[src/rtl/uart_rx_pkg.sv]
package uart_rx_pkg;
  localparam logic [1:0] ADDR_DATA = 2'd0;
  localparam logic [1:0] ADDR_CTRL = 2'd1;
  localparam logic [1:0] ADDR_STAT = 2'd2;
  localparam int VALID_BIT = 8;
  localparam int THR_LSB = 4;
  localparam int CNT_LSB = 8;

  typedef struct packed {
    logic push;
    logic pop;
    logic clrOvr;
  } rxStrobes_t;
endpackage

[src/rtl/uart_rx_dpath.sv]
module uart_rx_dpath
  import uart_rx_pkg::*;
#(
  parameter int DEPTH = 8,
  parameter int PTR_W = $clog2(DEPTH)
) (
  input  logic       clk,
  input  logic       rstN,
  input  rxStrobes_t st,
  input  logic [7:0] rxByte,
  output logic [7:0] headByte
);
  logic [7:0] mem [DEPTH];
  logic [PTR_W-1:0] wrPtr, rdPtr;

  always_ff @(posedge clk) begin
    if (!rstN) begin
      wrPtr <= '0;
      rdPtr <= '0;
    end else begin
      if (st.push) wrPtr <= wrPtr + 1'b1;
      if (st.pop)  rdPtr <= rdPtr + 1'b1;
    end
  end

  for (genvar i = 0; i < DEPTH; i++) begin : g_slot
    always_ff @(posedge clk) begin
      if (st.push && wrPtr == PTR_W'(i)) mem[i] <= rxByte;
    end
  end

  assign headByte = mem[rdPtr];


  ptr_gap_chk: assert property (@(posedge clk) disable iff (!rstN)
    (st.push && st.pop) |=> (PTR_W'(wrPtr - rdPtr) == $past(PTR_W'(wrPtr - rdPtr))));
endmodule

[src/rtl/uart_rx_ctrl.sv]
module uart_rx_ctrl
  import uart_rx_pkg::*;
#(
  parameter int DEPTH = 8,
  parameter int CNT_W = $clog2(DEPTH + 1)
) (
  input  logic             clk,
  input  logic             rstN,
  input  logic             rxValid,
  input  logic [1:0]       busAddr,
  input  logic             busRd,
  input  logic             busWr,
  input  logic [31:0]      busWdata,
  output rxStrobes_t       st,
  output logic             rxEnable,
  output logic [CNT_W-1:0] thr,
  output logic [CNT_W-1:0] cnt,
  output logic             overrun,
  output logic             irq
);
  localparam logic [CNT_W-1:0] FULL = CNT_W'(DEPTH);

  logic dataRd, popOk, pushOk, dropNow;
  logic [CNT_W-1:0] thrEff, lvl;

  assign dataRd  = busRd && busAddr == ADDR_DATA;
  assign popOk   = dataRd && cnt != '0;
  assign pushOk  = rxValid && rxEnable && (cnt != FULL || popOk);
  assign dropNow = rxValid && rxEnable && !pushOk;

  assign st.push   = pushOk;
  assign st.pop    = popOk;
  assign st.clrOvr = busWr && busAddr == ADDR_STAT && busWdata[0];

  always_ff @(posedge clk) begin
    if (!rstN) begin
      cnt <= '0;
      rxEnable <= 1'b0;
      thr <= '0;
      overrun <= 1'b0;
    end else begin
      case ({pushOk, popOk})
        2'b10:   cnt <= cnt + 1'b1;
        2'b01:   cnt <= cnt - 1'b1;
        default: cnt <= cnt;
      endcase
      if (busWr && busAddr == ADDR_CTRL) begin
        rxEnable <= busWdata[0];
        thr <= busWdata[THR_LSB +: CNT_W];
      end
      if (dropNow) overrun <= 1'b1;
      else if (st.clrOvr) overrun <= 1'b0;
    end
  end

  // inverted encoding: larger setting fires at lower occupancy, never below one byte
  always_comb begin
    thrEff = (thr > FULL) ? FULL : thr;
    lvl = FULL - thrEff;
    if (lvl == '0) lvl = CNT_W'(1);
  end

  assign irq = cnt >= lvl;


  no_overflow_chk: assert property (@(posedge clk) disable iff (!rstN) cnt <= FULL);

  full_irq_chk: assert property (@(posedge clk) disable iff (!rstN) cnt == FULL |-> irq);

  disabled_hold_chk: assert property (@(posedge clk) disable iff (!rstN)
    (!rxEnable && !dataRd) |=> cnt == $past(cnt));

  ovr_sticky_chk: assert property (@(posedge clk) disable iff (!rstN)
    (overrun && !st.clrOvr) |=> overrun);

  empty_read_chk: assert property (@(posedge clk) disable iff (!rstN)
    (dataRd && cnt == '0 && !rxValid) |=> cnt == '0);
endmodule

[src/rtl/uart_rx_fifo_irq.sv]
module uart_rx_fifo_irq
  import uart_rx_pkg::*;
#(
  parameter int DEPTH = 8,
  localparam int CNT_W = $clog2(DEPTH + 1)
) (
  input  logic        clk,
  input  logic        rstN,
  input  logic        rxValid,
  input  logic [7:0]  rxByte,
  input  logic [1:0]  busAddr,
  input  logic        busRd,
  input  logic        busWr,
  input  logic [31:0] busWdata,
  output logic [31:0] busRdata,
  output logic        irq
);
  rxStrobes_t st;
  logic rxEnable, overrun;
  logic [CNT_W-1:0] thr, cnt;
  logic [7:0] headByte;

  uart_rx_ctrl #(.DEPTH(DEPTH)) u_ctrl (
    .clk(clk), .rstN(rstN), .rxValid(rxValid), .busAddr(busAddr),
    .busRd(busRd), .busWr(busWr), .busWdata(busWdata), .st(st),
    .rxEnable(rxEnable), .thr(thr), .cnt(cnt), .overrun(overrun), .irq(irq)
  );

  uart_rx_dpath #(.DEPTH(DEPTH)) u_dpath (
    .clk(clk), .rstN(rstN), .st(st), .rxByte(rxByte), .headByte(headByte)
  );

  always_comb begin
    busRdata = '0;
    case (busAddr)
      ADDR_DATA: if (cnt != '0) begin
        busRdata[7:0] = headByte;
        busRdata[VALID_BIT] = 1'b1;
      end
      ADDR_CTRL: begin
        busRdata[0] = rxEnable;
        busRdata[THR_LSB +: CNT_W] = thr;
      end
      ADDR_STAT: begin
        busRdata[0] = overrun;
        busRdata[CNT_LSB +: CNT_W] = cnt;
      end
      default: busRdata = '0;
    endcase
  end
endmodule

[config.mk]
export PLATFORM = sky130hd
export DESIGN_NAME = uart_rx_fifo_irq
export DESIGN_NICKNAME = d
export VERILOG_FILES = /design/src/rtl/uart_rx_pkg.sv /design/src/rtl/uart_rx_dpath.sv /design/src/rtl/uart_rx_ctrl.sv /design/src/rtl/uart_rx_fifo_irq.sv
export SDC_FILE = /design/constraint.sdc
export NUM_CORES = 1
export LEC_CHECK = 0
export BUFFER_PORTS_ARGS = -buffer_cell sky130_fd_sc_hd__buf_2
export CAP_MARGIN = 25
export CORE_MARGIN = 5
export CORE_UTILIZATION = 55
export DETAILED_ROUTE_END_ITERATION = 8
export GPL_TIMING_DRIVEN = 0
export PLACE_DENSITY = 0.86
export SKIP_CTS_REPAIR_TIMING = 1
export SYNTH_ARGS = -nofsm -noshare
export SYNTH_HDL_FRONTEND = slang
export SYNTH_SLANG_ARGS = --single-unit
[constraint.sdc]
create_clock -name clk -period 2.7 [get_ports clk]
set_input_delay 0.54 -clock clk [delete_from_list [all_inputs] [get_ports clk]]
set_output_delay 0.54 -clock clk [all_outputs]
set_load 0.01 [all_outputs]
Yosys cells after proc, flatten, opt, wreduce, memory -nomap -nowiden
Memories as Yosys holds them, arrays and structs flattened. A register that Yosys moved wholly into a read port is not among the register bits.
Cells that the tools add are included.
{ "classes": {"n_addsub": 5, "n_lt_le_gt_ge": 2, "eq_ne": 12, "reduce_logical": 31, "n_mux": 50} }
{ "op_table": {"columns": ["cell", "count"], "rows": [
  ["8-bit 2-to-1 mux", 7],
  ["8-bit OR reduction", 7],
  ["3-bit 2-to-1 mux", 11],
  ["1-bit 2-to-1 mux", 25],
  ["1-bit logical AND", 16],
  ["4-bit one-hot mux with 2 select lines", 2],
  ["3-bit == test, second input constant", 4],
  ["9-bit 2-to-1 mux", 1],
  ["4-bit 2-to-1 mux", 2],
  ["3-bit by 1-bit adder with 3-bit output, second input constant", 2],
  ["3-bit by 2-bit == test with 1-bit output, second input constant", 2],
  ["4-bit by 1-bit adder with 4-bit output, second input constant", 1],
  ["2-bit by 1-bit == test with 1-bit output, second input constant", 2],
  ["2-bit == test, second input constant", 2],
  ["4-bit greater-or-equal comparator", 1],
  ["4-bit greater-than comparator, second input constant", 1],
  ["4-bit logical NOT", 1],
  ["4-bit inequality test, second input constant", 1],
  ["2-bit nonzero test", 2],
  ["4-bit nonzero test", 1],
  ["4-bit by 1-bit subtractor with 4-bit output, second input constant", 1],
  ["4-bit subtractor, first input constant", 1],
  ["3-bit by 1-bit == test with 1-bit output, second input constant", 1],
  ["3-bit logical NOT", 1],
  ["other kinds (5)", 5]
]} }
{ "word_totals": {"elab_cells": 107, "out_inout_bits": 33, "ramBits": 64, "ff_bits": 16, "n_memories": 1} }
{ "memory_table": {"columns": ["name", "depth", "word_bits", "read_ports", "rd_clocked_by_memory_dff", "write_ports", "line_no", "source"], "rows": [
  ["u_dpath.mem", 8, 8, 1, 1, 1, "uart_rx_dpath.sv:13", "logic [7:0] mem [DEPTH];"]
]} }

Depth between registers and ports, before layout
Gate-level depths: netlist (run 1).
{ "depth": {"ltp_word": 16, "mapped_depth": 10, "mapped_depth_nobuf": 9} }

Hierarchy
From an unflattened synthesis (run 1), not the netlist that was laid out.
{ "unflattened": {"hier_cells": 277, "hier_area_um2": 4068.9} }
{ "modules_own_cells": {"columns": ["module", "instances", "cells_per_inst", "seq_area_each_um2", "area_per_inst_um2"], "rows": [
  ["uart_rx_dpath", 1, 137, 2102.0, 2905.3],
  ["uart_rx_ctrl", 1, 102, 200.2, 857.1],
  ["uart_rx_fifo_irq", 1, 38, 0.0, 306.5]
]} }

Worst setup path before layout (run 1)
Ideal clock, no wire load.
{ "synth_path": {"kind": "input-to-reg", "start": "in busAddr[1]", "end": "reg u_ctrl.cnt[1]", "setup_slack_ps": 217, "path_stages": 7, "arrival_time_ps": 2334, "cell_sequence": "nor3b_2 -> nand3_1 -> fa_1 -> and3b_1 -> a21o_1 -> a211oi_1 -> a2111oi_2"} }
{ "synth_between": {"elab_chain_cells": 7, "elab_cells_between_ends": 9, "cone_classes": "2 x eq/ne; 1 x mux; 6 x reduce/logical"} }
{ "synth_lines": {"columns": ["item", "line_no", "source"], "rows": [
  ["start: declaration", "uart_rx_fifo_irq.sv:11", "input logic [1:0] busAddr,"],
  ["2-bit logical NOT *", "uart_rx_ctrl.sv:26", "assign dataRd = busRd && busAddr == ADDR_DATA;"],
  ["1-bit logical AND *", "uart_rx_ctrl.sv:26", null],
  ["1-bit logical AND *", "uart_rx_ctrl.sv:27", "assign popOk = dataRd && cnt != '0;"],
  ["1-bit logical OR", "uart_rx_ctrl.sv:28", "assign pushOk = rxValid && rxEnable && (cnt != FULL || popOk);"],
  ["1-bit logical AND", "uart_rx_ctrl.sv:28", null],
  ["2-bit by 1-bit == test with 1-bit output / 2-bit == test (equally long branches)", "uart_rx_ctrl.sv:42", "case ({pushOk, popOk})"],
  ["4-bit one-hot mux with 2 select lines / 2-bit nonzero test (equally long branches)", null, null],
  ["end signal: assignment", "uart_rx_ctrl.sv:43", "2'b10: cnt <= cnt + 1'b1;"],
  ["end signal: assignment", "uart_rx_ctrl.sv:44", "2'b01: cnt <= cnt - 1'b1;"],
  ["end signal: assignment", "uart_rx_ctrl.sv:45", "default: cnt <= cnt;"],
  ["end: declaration", "uart_rx_ctrl.sv:17", "output logic [CNT_W-1:0] cnt,"]
]} }
Mark *: on every way between the ends. The rest lies on a longest branch, timed or not.
A chain may end at the register's enable or synchronous reset.

Worst setup path in the final report (run 1)
{ "layout_path": {"start": "reg u_ctrl.thr[3]", "end": "out irq"} }
{ "layout_between": {"elab_chain_cells": 6} }
{ "layout_lines": {"columns": ["item", "line_no", "source"], "rows": [
  ["start: declaration", "uart_rx_ctrl.sv:16", "output logic [CNT_W-1:0] thr,"],
  ["start signal: assignment", "uart_rx_ctrl.sv:49", "thr <= busWdata[THR_LSB +: CNT_W];"],
  ["4-bit greater-than comparator", "uart_rx_ctrl.sv:58", "thrEff = (thr > FULL) ? FULL : thr;"],
  ["4-bit 2-to-1 mux *", "uart_rx_ctrl.sv:58", null],
  ["4-bit subtractor *", "uart_rx_ctrl.sv:59", "lvl = FULL - thrEff;"],
  ["4-bit logical NOT", "uart_rx_ctrl.sv:60", "if (lvl == '0) lvl = CNT_W'(1);"],
  ["4-bit 2-to-1 mux *", "uart_rx_ctrl.sv:60", null],
  ["4-bit greater-or-equal comparator *", "uart_rx_ctrl.sv:63", "assign irq = cnt >= lvl;"],
  ["end: declaration", "uart_rx_fifo_irq.sv:16", "output logic irq"]
]} }
Marked as above.

==> results of run 1 <==
[where the power goes]
part           total (mW)  internal [mW]  switching, mW
clock               0.824          0.348          0.475
combinational       0.138         0.0612         0.0766
sequential           1.38           1.38        0.00488
[cell type report]
class	instances	area, sq um	area share (%)
flip-flops and latches	83	2310	50.5
multi-input cells	180	1500	32.7
plain buffers	33	248	5.42
repair buffers	34	178	3.89
clock buffers	9	124	2.71
well taps	96	120	2.63
clock inverters	7	60.1	1.31
inverters	9	33.8	0.739
[path summary, 6_finish.rpt]
kind,from,endpoint,slack [ps],cells past startpoint
min,busWdata[4],u_ctrl.thr[0],440,3
min reg2reg,u_dpath.rdPtr[1],flip-flop,490,2
max,u_ctrl.thr[3],irq,-30,10
max reg2reg,u_ctrl.cnt[3],u_ctrl.cnt[3],120,10
[layout by cell type, fill, tap and decap left out, types with 8 or more instances in the layout]
master    netlist  final
ha_1           14     13
mux2i_1        11     11
conb_1          1     20
o21ai_0         9      8
buf_2           3     33
nand2_1        19     18
clkbuf_8        0      9
nor2_1         16     16
dfxtp_1        19     15
edfxtp_1       64     64
a21oi_1         8      8
nand3_1        10      9
inv_1           9      9
buf_4          21     24
mux4_2         16     16
[sequential cells by signal, summed over array words and instances (netlist names), named ones only]
name	count
u_dpath.rdPtr	3
u_dpath.wrPtr	3
u_dpath.mem	64
u_ctrl.overrun	1
u_ctrl.thr	4
u_ctrl.cnt	4
u_ctrl.rxEnable	1
[cells by family (layout without fill, tap and decap cells)]
group / after synthesis / in the layout / synth area share, %
adder cells (fa/ha/maj): 15 / 15 / 4.96
flip-flops: 83 / 83 / 58.4
AND/OR/NAND/NOR: 76 / 76 / 9.97
AO/OA/AOI/OAI: 36 / 36 / 6.38
other: 1 / 20 / 0.0952
multiplexers: 27 / 27 / 11.9
buffers and inverters: 43 / 92 / 6.86
XOR/XNOR: 6 / 6 / 1.33
[Yosys cell counts, types with 2 or more instances]
cell / n
nand2_1: 19
o21ai_0: 9
nand3_1: 10
ha_1: 14
mux2i_1: 11
xor2_1: 2
or3_1: 2
a21o_1: 6
edfxtp_1: 64
and2_1: 5
dfxtp_1: 19
and3_1: 6
nand2b_1: 4
or4_1: 2
xnor2_1: 4
mux4_2: 16
o22ai_1: 2
buf_4: 21
a21oi_1: 8
buf_2: 3
buf_6: 3
a211oi_1: 3
nor2_1: 16
inv_1: 9
nor3_1: 3
clkbuf_1: 5
nor2b_1: 2
[tightest hold or removal path, stage by stage]
cell	delay, ps
buf_2	90
nand3_1	60
a21oi_1	50
[through the flow]
stage,total power [mW],hold slack [ps],area (sq um)
final,2.34,436,4570
after floorplan,1.49,454,4010
after detailed placement,1.53,482,4290
after CTS,2.33,436,4470
after global placement,1.53,470,4290
after global routing,2.42,430,4570
[metal layers]
metal  track usage, %  up-vias
met5                0        -
met4             6.37        0
met3             2.15        8
met2             30.7       93
met1             24.1     1196
li1                 -     1159
==> results summary, run 1 <==
The run finished, with violations left. The checks that failed: negative setup slack. The total global-route track usage is 18.1%. The minimum clock period after layout came out at 2730 ps.

Routability-driven placement finished with a final weighted congestion of 0.907. The total half-perimeter wirelength after legalization and detailed placement came out at 5.41 mm. The clock tree root buffer cell is clkbuf_8. TritonCTS built the clock tree.

The full die area came out at 8950 sq um. The worst setup path is launched from a flip-flop. The die outline width came out at 94.6 um. Setup repair after global routing could not meet its margin everywhere. From synthesis to final layout, the design area changed by 16.0%. The sum of met2 wire segment lengths after detailed routing is 4.04 mm. The highest signal layer in the routed design is met4. The cell count after synthesis is 287. The number of I/O pins is 80. After filler insertion, the fill cell instance count of the layout stands at 470.

In the finished design, the share of the clock period the worst path needs comes to 101%. After synthesis, flip-flops and latches occupy 58.4% of the total area. The via density per instance is 5.45. For this design, the slowest cell found on the critical path is dfxtp_4. The final setup slack of the worst path is -27.1 ps. The number of antenna violations at the first check in global routing came out at 0. The via count of the first global-routing pass came to 2377.

The number of violations reported at the end of detailed-routing iteration 0 is 149. The hold violation count in the final report came out at 0. For this run, design rule violations remaining after detail routing come to 0. The static leakage is 1.76 nW. At the pin with the least slew margin, the transition time is 718 ps. The fraction of synthesis flops using an asynchronous set or reset pin is 0%. Together, buffers and inverters on the worst path number 1. The worst setup path is of the flip-flop to output port kind. Once layout is complete, the utilization of the core stands at 66.5%. Synthesis instantiated 46 different standard cells from the library.

The number of antenna diodes in the final layout is 0. The fraction of synthesized cell area taken by the top area cell type came out at 48.8%. The H-tree level count is 3. The count of flip-flops with a built-in enable after synthesis is 64. Dividing the detail-routed wire length by the instance count gives 17.3 um. CTS saw 83 sinks. The residual overflow from global routing is 0.

The site row count came out at 30. The maximum frequency from static timing analysis came out at 367 MHz. The mapped netlist covers 3940 sq um. The die extent in y is 94.6 um. Yosys printed 0 warnings.

The filler-free cell count of the finished design is 451. The via count came out at 2456. The path class of the lowest-slack min-delay path is input port to flip-flop. The total of max-cap violations is 0.

The placeable core region came out at 6870 sq um. For this run, the slowest stage of the critical path takes 360 ps. After the last flow step, the layout net total stands at 412. The fraction of layout instances using a drive strength above 1 is 31.3%. The clock insertion delay at the later pin of the skew report is 350 ps. The average footprint of a synthesized cell came out at 13.7 sq um. The port buffer count is 31. The clock transition at the registers of the reported paths came out at 90 ps. The endpoint class of the critical path is an output port. The final clock skew came out at 11.7 ps. Power spread over the standard cell area amounts to 513 nW/um^2.

The top cell family by delay on the critical path is compound AO/OA/AOI/OAI gates. The routed length on met1 came out at 3.14 mm. The largest net degree at the start of global routing is 17. Traced cell by cell, the critical path runs through nand2b_4, ha_4, o21ai_2, nand2_1, ha_1, nand2b_4, a21o_1, a21o_1, a21o_1, buf_2. VDD sags by at most 0.000237 V. Among all flip-flop cells after synthesis, the most frequent one is edfxtp_1. The number of nets with antenna violations after detailed routing came out at 0. The worst-case headroom to the max-slew limit came out at 52.1%.

Once the floorplan was initialized, standard cells occupied 57.3% of the core. No sink is reached through more buffers than the 2 on the longest clock path. The worst slack at placement is -177 ps. Including well taps, the total number of placed cells is 433. By instance count, the cell type seen most on the critical path is a21o_1. The number of optimization iterations in the first detailed-route pass is 6. The count of pins over their slew limit came out at 0. Of all nets on the critical path, the largest fanout is 3. After synthesis, the cell types taking the most area are edfxtp_1 (49%), dfxtp_1 (9.7%), mux4_2 (9.1%). The arrival time at the worst endpoint is 2190 ps. The final setup violation count came out at 1. The flip-flop and latch count after synthesis came out at 83. The CTS buffer count came out at 9. The first global-routing pass estimated 12.2 mm of wire. The wire length after detailed routing is 7.81 mm. The amount of wire on met3 after detailed routing came out at 520 um. For the final routed database, the setup TNS stands at -27.1 ps. Data on the critical path is required at its endpoint by 2160 ps. edfxtp_1 takes more of the synthesized area than any other cell.
Power figures use the tool's default switching activity.
==> run 2, diff against run 1 <==
--- a/config.mk
+++ b/config.mk
@@ -8,10 +8,11 @@
 export BUFFER_PORTS_ARGS = -buffer_cell sky130_fd_sc_hd__buf_2
 export CAP_MARGIN = 25
 export CORE_MARGIN = 5
-export CORE_UTILIZATION = 55
+export CORE_UTILIZATION = 49
 export DETAILED_ROUTE_END_ITERATION = 8
+export GPL_ROUTABILITY_DRIVEN = 0
 export GPL_TIMING_DRIVEN = 0
-export PLACE_DENSITY = 0.86
+export PLACE_DENSITY = 0.81
 export SKIP_CTS_REPAIR_TIMING = 1
 export SYNTH_ARGS = -nofsm -noshare
 export SYNTH_HDL_FRONTEND = slang
==> constraint.sdc (replaced) <==
create_clock -name clk -period 2.5 [get_ports clk]
set_input_delay 0.5 -clock clk [delete_from_list [all_inputs] [get_ports clk]]
set_output_delay 0.5 -clock clk [all_outputs]
set_load 0.01 [all_outputs]
==> results summary, run 2 (synthesis gave the netlist of run 1 again) <==
The flow ran to the end, but the final reports show violations. The final reports fail on negative setup slack. The power per cell area came to 561 nW/um^2 (+9.4%). The minimum clock period after layout is 2690 ps. The maximum net fanout on the critical path is 7 (+4).

The static leakage is 1.81 nW (+2.9%). The total half-perimeter wirelength after legalization and detailed placement was 5.43 mm (+0.33%). The CTS tree is done. The worst hold margin came to 389 ps (-46.7 ps). The wire length after detailed routing came to 7.83 mm (+0.37%).

The count of pins over their slew limit is 0 (unchanged). The cell sitting at the root of the clock tree is a clkbuf_8. The worst-case headroom to the max-slew limit came to 51.5% (-0.64 points).

The H-tree level count came out at 3 (unchanged). The number of placed instances with taps included was 439 (+1.4%). The arrival time at the worst endpoint is 2190 ps (about the same).

The placeable core region was 7770 sq um (+13%). The full die area is 9930 sq um (+11%). The number of buffers on the longest clock path came out at 2 (unchanged).

The number of I/O pins is 80 (unchanged). The fraction of layout instances using a drive strength above 1 is 33.6% (+2.3 points). Ranked by flip-flop count, first place goes to u_dpath.mem. The logic depth of the worst register-to-register path is 9 (-1).

The site row count is 32 (+6.7%). The wire length of the first global-routing pass came to 12.2 mm (+0.62%). The critical path in this run is classified as flip-flop to output port.

The total global-route track usage came out at 16.2% (-1.9 points). The worst hold path belongs to the class input port to flip-flop. The number of nets with antenna violations after detailed routing is 0 (unchanged). The via count of the first global-routing pass is 2356 (-0.88%). The final clock period utilization by the worst path came out at 108%.

The clock insertion delay at the later pin of the skew report is 350 ps (about the same). The worst setup path is launched from a flip-flop. The number of antenna repair diodes is 0 (unchanged). The total of max-cap violations is 0 (unchanged). The worst slack at placement is -360 ps (-183 ps). The final setup violation count came out at 1 (unchanged). The initial standard-cell utilization of the core is 50.7% (-6.6 points). The via density per instance is 5.33 (-2.1%). The port buffer count came out at 31 (unchanged).

The number of nets at the end of the flow came out at 417 (+1.2%). Timing would allow up to 372 MHz. The number of optimization iterations in the first detailed-route pass came out at 4 (-2).

The die extent in y came out at 99.7 um (+5.3%). The flip-flop count of the largest register after layout came out at 64 (unchanged). The number of violations reported at the end of detailed-routing iteration 0 came out at 127 (-15%). The via count came to 2462 (+0.24%). The filler-free cell count of the finished design came out at 462 (+2.4%).

The largest registers in the layout are u_dpath.mem: 64 flops, u_ctrl.cnt: 4 flops, u_ctrl.thr: 4 flops. The worst hold path depth is 3 (unchanged). The data required time at the worst endpoint is 2000 ps (-160 ps). The clock transition at the registers of the reported paths is 90 ps (about the same). The count of filler cells inserted in the layout came out at 592 (+26%). The routed length per instance is 17.0 um (-2.0%). The total clock sinks is 83 (unchanged). The final setup slack of the worst path is -189 ps (-162 ps). The remaining design rule violation count is 0 (unchanged).

The hold violation count in the final report came out at 0 (unchanged). The worst vdd rail ir drop came out at 0.000307 V (+29%). The leading cell type in the layout, fill and taps excluded is edfxtp_1. The number of antenna violations at the first check in global routing is 0 (unchanged).

The slew of the pin with the lowest slew margin came to 727 ps (+9.60 ps). Leaving out fill and tap cells, the most frequent cells in the layout are edfxtp_1 (64), buf_2 (32), buf_4 (29). STA classifies the critical path endpoint as an output port. The CTS buffer count was 9 (unchanged). The area growth from synthesis to layout came out at 18.7%. The largest net degree at the start of global routing came to 17 (unchanged). Setup repair after global routing could not meet its margin everywhere. The residual overflow from global routing is 0 (unchanged). The final clock skew came out at 6.28 ps (-5.42 ps). The die outline width came out at 99.7 um (+5.3%).
[run 2: changes by cell type in the layout (fill, tap and decap cells not counted), sizes merged]
cell      delta
buf          +4
bufinv       +1
clkbuf       +1
clkinvlp     -1
[run 2: cell type report]
cell class | instances | area (sq um) | share of cell area, %
Clock inverter | 7 | 82.6 | 1.77
Sequential cell | 83 | 2310 | 49.5
Inverter | 9 | 33.8 | 0.723
Multi-Input combinational cell | 180 | 1530 | 32.7
Timing Repair Buffer | 40 | 223 | 4.76
Tap cell | 102 | 128 | 2.73
Clock buffer | 9 | 124 | 2.65
Buffer | 32 | 243 | 5.19
[run 2: report_power, final]
group / leakage, nW / total (mW) / switching (mW) / internal, mW
clock network: 0.0984 / 0.985 / 0.509 / 0.477
registers: 0.732 / 1.49 / 0.00592 / 1.48
logic: 0.981 / 0.146 / 0.0818 / 0.0645
total: 1.81 / 2.62 / 0.596 / 2.03
[run 2: stage by stage]
stage               area [sq um]  util [%]  TNS [ps]  power [mW]
floorplan                   4010         -         0        1.61
global placement            4290      55.3      -635        1.65
detailed placement          4290      55.3      -811        1.65
CTS                         4500      57.9     -1970        2.62
global route                4680      60.2      -357        2.71
finish                      4680      60.2      -189        2.62
[run 2: path summary, 6_finish.rpt]
check | from | end | slack, ps
setup / recovery | u_ctrl.thr[3] | irq | -190
hold / removal | busWdata[5] | u_ctrl.thr[1] | 390
hold reg to reg | u_dpath.rdPtr[1] | flip-flop | 500
setup reg to reg | u_ctrl.cnt[3] | u_ctrl.cnt[3] | 110
[run 2: layer usage]
metal | track usage, % | vias up | part of all wire, % | routed length (um)
met4 | 6.72 | 0 | 2.2 | 171
li1 | - | 1172 | - | -
met2 | 27.3 | 77 | 51 | 4030
met1 | 20.6 | 1202 | 41 | 3220
met3 | 2.88 | 11 | 5.2 | 408
met5 | 0 | - | 0 | 0
[run 2: worst max-delay path, stage by stage, from the launching register on]
cell and delay, ps:
dfxtp_4 370, nand2b_4 160, ha_4 170, o21ai_2 50
nand2_1 70, ha_1 290, nand2b_4 130, a21o_1 150
a21o_1 150, a21o_1 150, buf_2 130
==> run 3, diff against run 2 <==
--- a/config.mk
+++ b/config.mk
@@ -5,6 +5,7 @@
 export SDC_FILE = /design/constraint.sdc
 export NUM_CORES = 1
 export LEC_CHECK = 0
+export ABC_AREA = 1
 export BUFFER_PORTS_ARGS = -buffer_cell sky130_fd_sc_hd__buf_2
 export CAP_MARGIN = 25
 export CORE_MARGIN = 5
==> results summary, run 3 <==
The logic depth of the worst register-to-register path came out at 8 (-1). The startpoint identified for the worst register-to-register timing path is u_ctrl.cnt[1]. After synthesis, the cell types taking the most area are edfxtp_1 (50%), dfxtp_1 (9.9%), nor2_1 (7.2%). The adder and majority gate portion of the synthesized area is 5.06% (+0.10 points). The final setup slack of the worst path came to -94.0 ps (+95.0 ps). The fraction of layout instances using a drive strength above 1 came out at 22.5% (-11 points). The delay of the slowest cell on the worst path is 340 ps (-30 ps). The count of synthesis-stage warnings from yosys is 0 (unchanged). The number of nets with antenna violations after detailed routing is 0 (unchanged). By count the netlist is led by nor2_1 (74), edfxtp_1 (64), inv_1 (37). The final clock period utilization by the worst path came out at 104% (-3.8 points).

By startpoint and endpoint, the worst setup path is classified as flip-flop to output port. The CTS buffer count came out at 9 (unchanged). The final setup violation count came out at 1 (unchanged). Counting flops per register, the top entry is u_dpath.mem. Leaving out fill and tap cells, the most frequent cell in the layout is nor2_1. The clock insertion delay at the later pin of the skew report came out at 350 ps (about the same). The wire length after detailed routing came out at 8.39 mm (+7.1%).

The hold violation count in the final report was 0 (unchanged). The register-to-register path setup slack is 170 ps (+60 ps). The number of violations reported at the end of detailed-routing iteration 0 came out at 201 (+58%). The residual overflow from global routing is 0 (unchanged). The largest net degree at the start of global routing came out at 16 (-1). The final core area utilization came out at 58.6% (-1.6 points).

The die extent in y is 98.7 um (-0.92%). The number of optimization iterations in the first detailed-route pass is 5 (+1). nor2_1 is the most common cell in the netlist. The distinct cell type count after synthesis came out at 26 (-43%). Leaving out fill and tap cells, the most frequent cells in the layout are nor2_1 (73), edfxtp_1 (64), buf_2 (41). The power per cell area is 635 nW/um^2 (+13%). The routed length per instance is 15.1 um (-11%). The simple-gate area share of the yosys netlist came out at 13.6% (+3.6 points). The post-synthesis xor/xnor area fraction is 0.454% (-0.88 points). The main combinational cell family by area after synthesis is simple AND/OR/NAND/NOR gates. The via count came out at 2820 (+15%).

The cell occurring most often along the worst timing path is inv_2. The fraction of synthesis flops using an asynchronous set or reset pin was 0% (unchanged). The sequential cell area is 2300 sq um (-0.38%). The count of filler cells inserted in the layout came out at 634 (+7.1%). The cell type with the largest total area after synthesis is edfxtp_1. The port buffer count is 32 (+3.2%). The number of I/O pins came out at 80 (unchanged). The site row count is 32 (unchanged). The sum of internal, switching and leakage power is 2.86 mW (+9.1%). The worst hold path depth is 1 (-2). The number of antenna repair diodes came out at 0 (unchanged). The mux cell area share after synthesis is 0% (-12 points). The via density per instance is 5.08 (-4.7%). The worst vdd rail ir drop is 0.000245 V (-20%).

The path class of the lowest-slack min-delay path is input port to flip-flop. The total of max-cap violations came out at 0 (unchanged). The maximum net fanout on the critical path came out at 3 (-4). The number of antenna violations at the first check in global routing came out at 0 (unchanged). The worst hold path terminates at u_dpath.mem[1][3].

In the final layout, the registers with the most flip-flops are u_dpath.mem: 64 flops, u_ctrl.cnt: 4 flops, u_ctrl.thr: 4 flops. The die outline width is 98.7 um (-0.92%). The remaining design rule violation count was 0 (unchanged). In this run the critical register-to-register path is captured at u_dpath.mem[1][0]. The cell count after synthesis is 381 (+33%).

Broken down by cell family, the worst path's largest delay share belongs to adder cells. The data required time at the worst endpoint is 2000 ps (about the same). The slew of the pin with the lowest slew margin is 932 ps (+205 ps). The total global-route track usage came out at 17.7% (+1.5 points). The synthesized cell area came out at 3860 sq um (-2.0%). The via count of the first global-routing pass came out at 2703 (+15%). The H-tree level count came out at 3 (unchanged).

The compound-cell area share of the yosys netlist was 11.7% (+5.4 points). The most used flip-flop cell after synthesis is edfxtp_1. The flow ran to the end, but the final reports show violations.

The number of gates on the worst path with buffers counted is 10 (unchanged). The maximum frequency from static timing analysis came to 386 MHz (+3.7%). The fraction of synthesized cell area taken by the top area cell type was 49.8% (+1.0 points).

The flip-flop count of the largest register after layout came out at 64 (unchanged). The count of flip-flops with a built-in enable after synthesis came out at 64 (unchanged). The count of pins over their slew limit is 0 (unchanged).

The area of the multi-input gates is 1290 sq um (-16%). Setup repair after global routing could not meet its margin everywhere. The filler-free cell count of the finished design is 555 (+20%). The worst-case headroom to the max-slew limit was 37.5% (-14 points). The flip-flop and latch count after synthesis came out at 83 (unchanged). The minimum clock period after layout came out at 2590 ps (-95.0 ps). The final reports fail on negative setup slack. The final clock skew is 5.99 ps (-0.290 ps).

The total half-perimeter wirelength after legalization and detailed placement came out at 5.77 mm (+6.2%). The worst hold margin was 407 ps (+18.4 ps). The placeable core region is 7690 sq um (-1.0%). The sequential share of the synthesized area came to 59.7% (+1.2 points). The buffering stage count on the worst path with inverters included is 3 (+2).

The initial standard-cell utilization of the core was 50.2% (-0.51 points). The endpoint class of the critical path is an output port. The number of placed instances with taps included is 539 (+23%). The static leakage came out at 1.84 nW (+1.4%). The average footprint of a synthesized cell came to 10.1 sq um (-26%). The number of nets at the end of the flow is 510 (+22%). The worst slack at placement came out at -24.5 ps (+336 ps). The number of buffers on the longest clock path came to 2 (unchanged). Walking the worst path, the cells encountered are nor3_2, o21ai_1, ha_1, inv_2, ha_4, inv_2, nor2_2, o211ai_1, nand3_1, buf_2. TritonCTS built the clock tree. The area growth from synthesis to layout is 16.7%. The root buffer cell chosen for the clock tree is clkbuf_8. The total clock sinks was 83 (unchanged). The startpoint identified for the worst hold timing path is rxByte[3]. STA classifies the critical path startpoint as a flip-flop. The wire length of the first global-routing pass came to 13.2 mm (+7.4%).

The full die area is 9750 sq um (-1.8%). The clock transition at the registers of the reported paths came out at 80 ps (about the same). The arrival time at the worst endpoint came to 2090 ps (-100 ps). For this design, the slowest cell found on the critical path is dfxtp_2.
==> run 3: worst max-delay path by stage <==
stage                       start           endpoint  slack, ps
floorplan              busAddr[1]  u_dpath.mem[0][0]        440
global placement       busAddr[1]  u_dpath.mem[0][7]       -320
detailed placement     busAddr[1]  u_dpath.mem[1][2]        -20
CTS                 u_ctrl.thr[0]                irq       -170
global route        u_ctrl.thr[2]                irq       -210
finish              u_ctrl.thr[2]                irq        -90
==> run 3: kinds of logic (layout without fill, tap and decap cells) <==
group	count (synthesis)	in the layout
AND/OR/NAND/NOR	124	124
XOR/XNOR	2	2
buffers and inverters	71	124
adder cells (fa/ha/maj)	15	15
AO/OA/AOI/OAI	85	85
other	1	20
flip-flops	83	83
==> run 3: per-layer routing <==
layer	GRT usage [%]	wire length [um]
met1	21.4	3520
met4	7.56	148
met5	0	0
met2	30.3	4230
met3	3.75	493
==> run 3: worst reg2reg max path, cell delays in order (launching register included) <==
cell and delay, ps:
dfxtp_1 470, nor2_1 120, nand2_2 110, nand2_4 90, nand2_2 80, nand2_2 70
buf_6 140, nor3_1 690, buf_4 280
==> run 3: stage by stage <==
stage / instance area (sq um) / TNS (ps)
6_report: 4500 / -94.0
5_1_grt: 4500 / -207
4_1_cts: 4480 / -175
3_5_place_dp: 4260 / -97.1
3_3_place_gp: 4220 / -10370
2_1_floorplan: 3930 / 0
==> run 3: area by class of cell <==
cell class | count | share of cell area (%)
Sequential cell | 83 | 51.2
Timing Repair Buffer | 38 | 4.44
Clock buffer | 9 | 2.75
Clock inverter | 7 | 2.19
Tap cell | 102 | 2.83
Inverter | 39 | 3.25
Multi-Input combinational cell | 246 | 28.6
Buffer | 31 | 4.72
==> run 3: power by group <==
group | switching (mW) | internal, mW | leakage (nW) | total [mW]
Combinational | 0.174 | 0.110 | 0.995 | 0.284
Clock | 0.493 | 0.569 | 0.110 | 1.06
Sequential | 0.0153 | 1.50 | 0.731 | 1.51
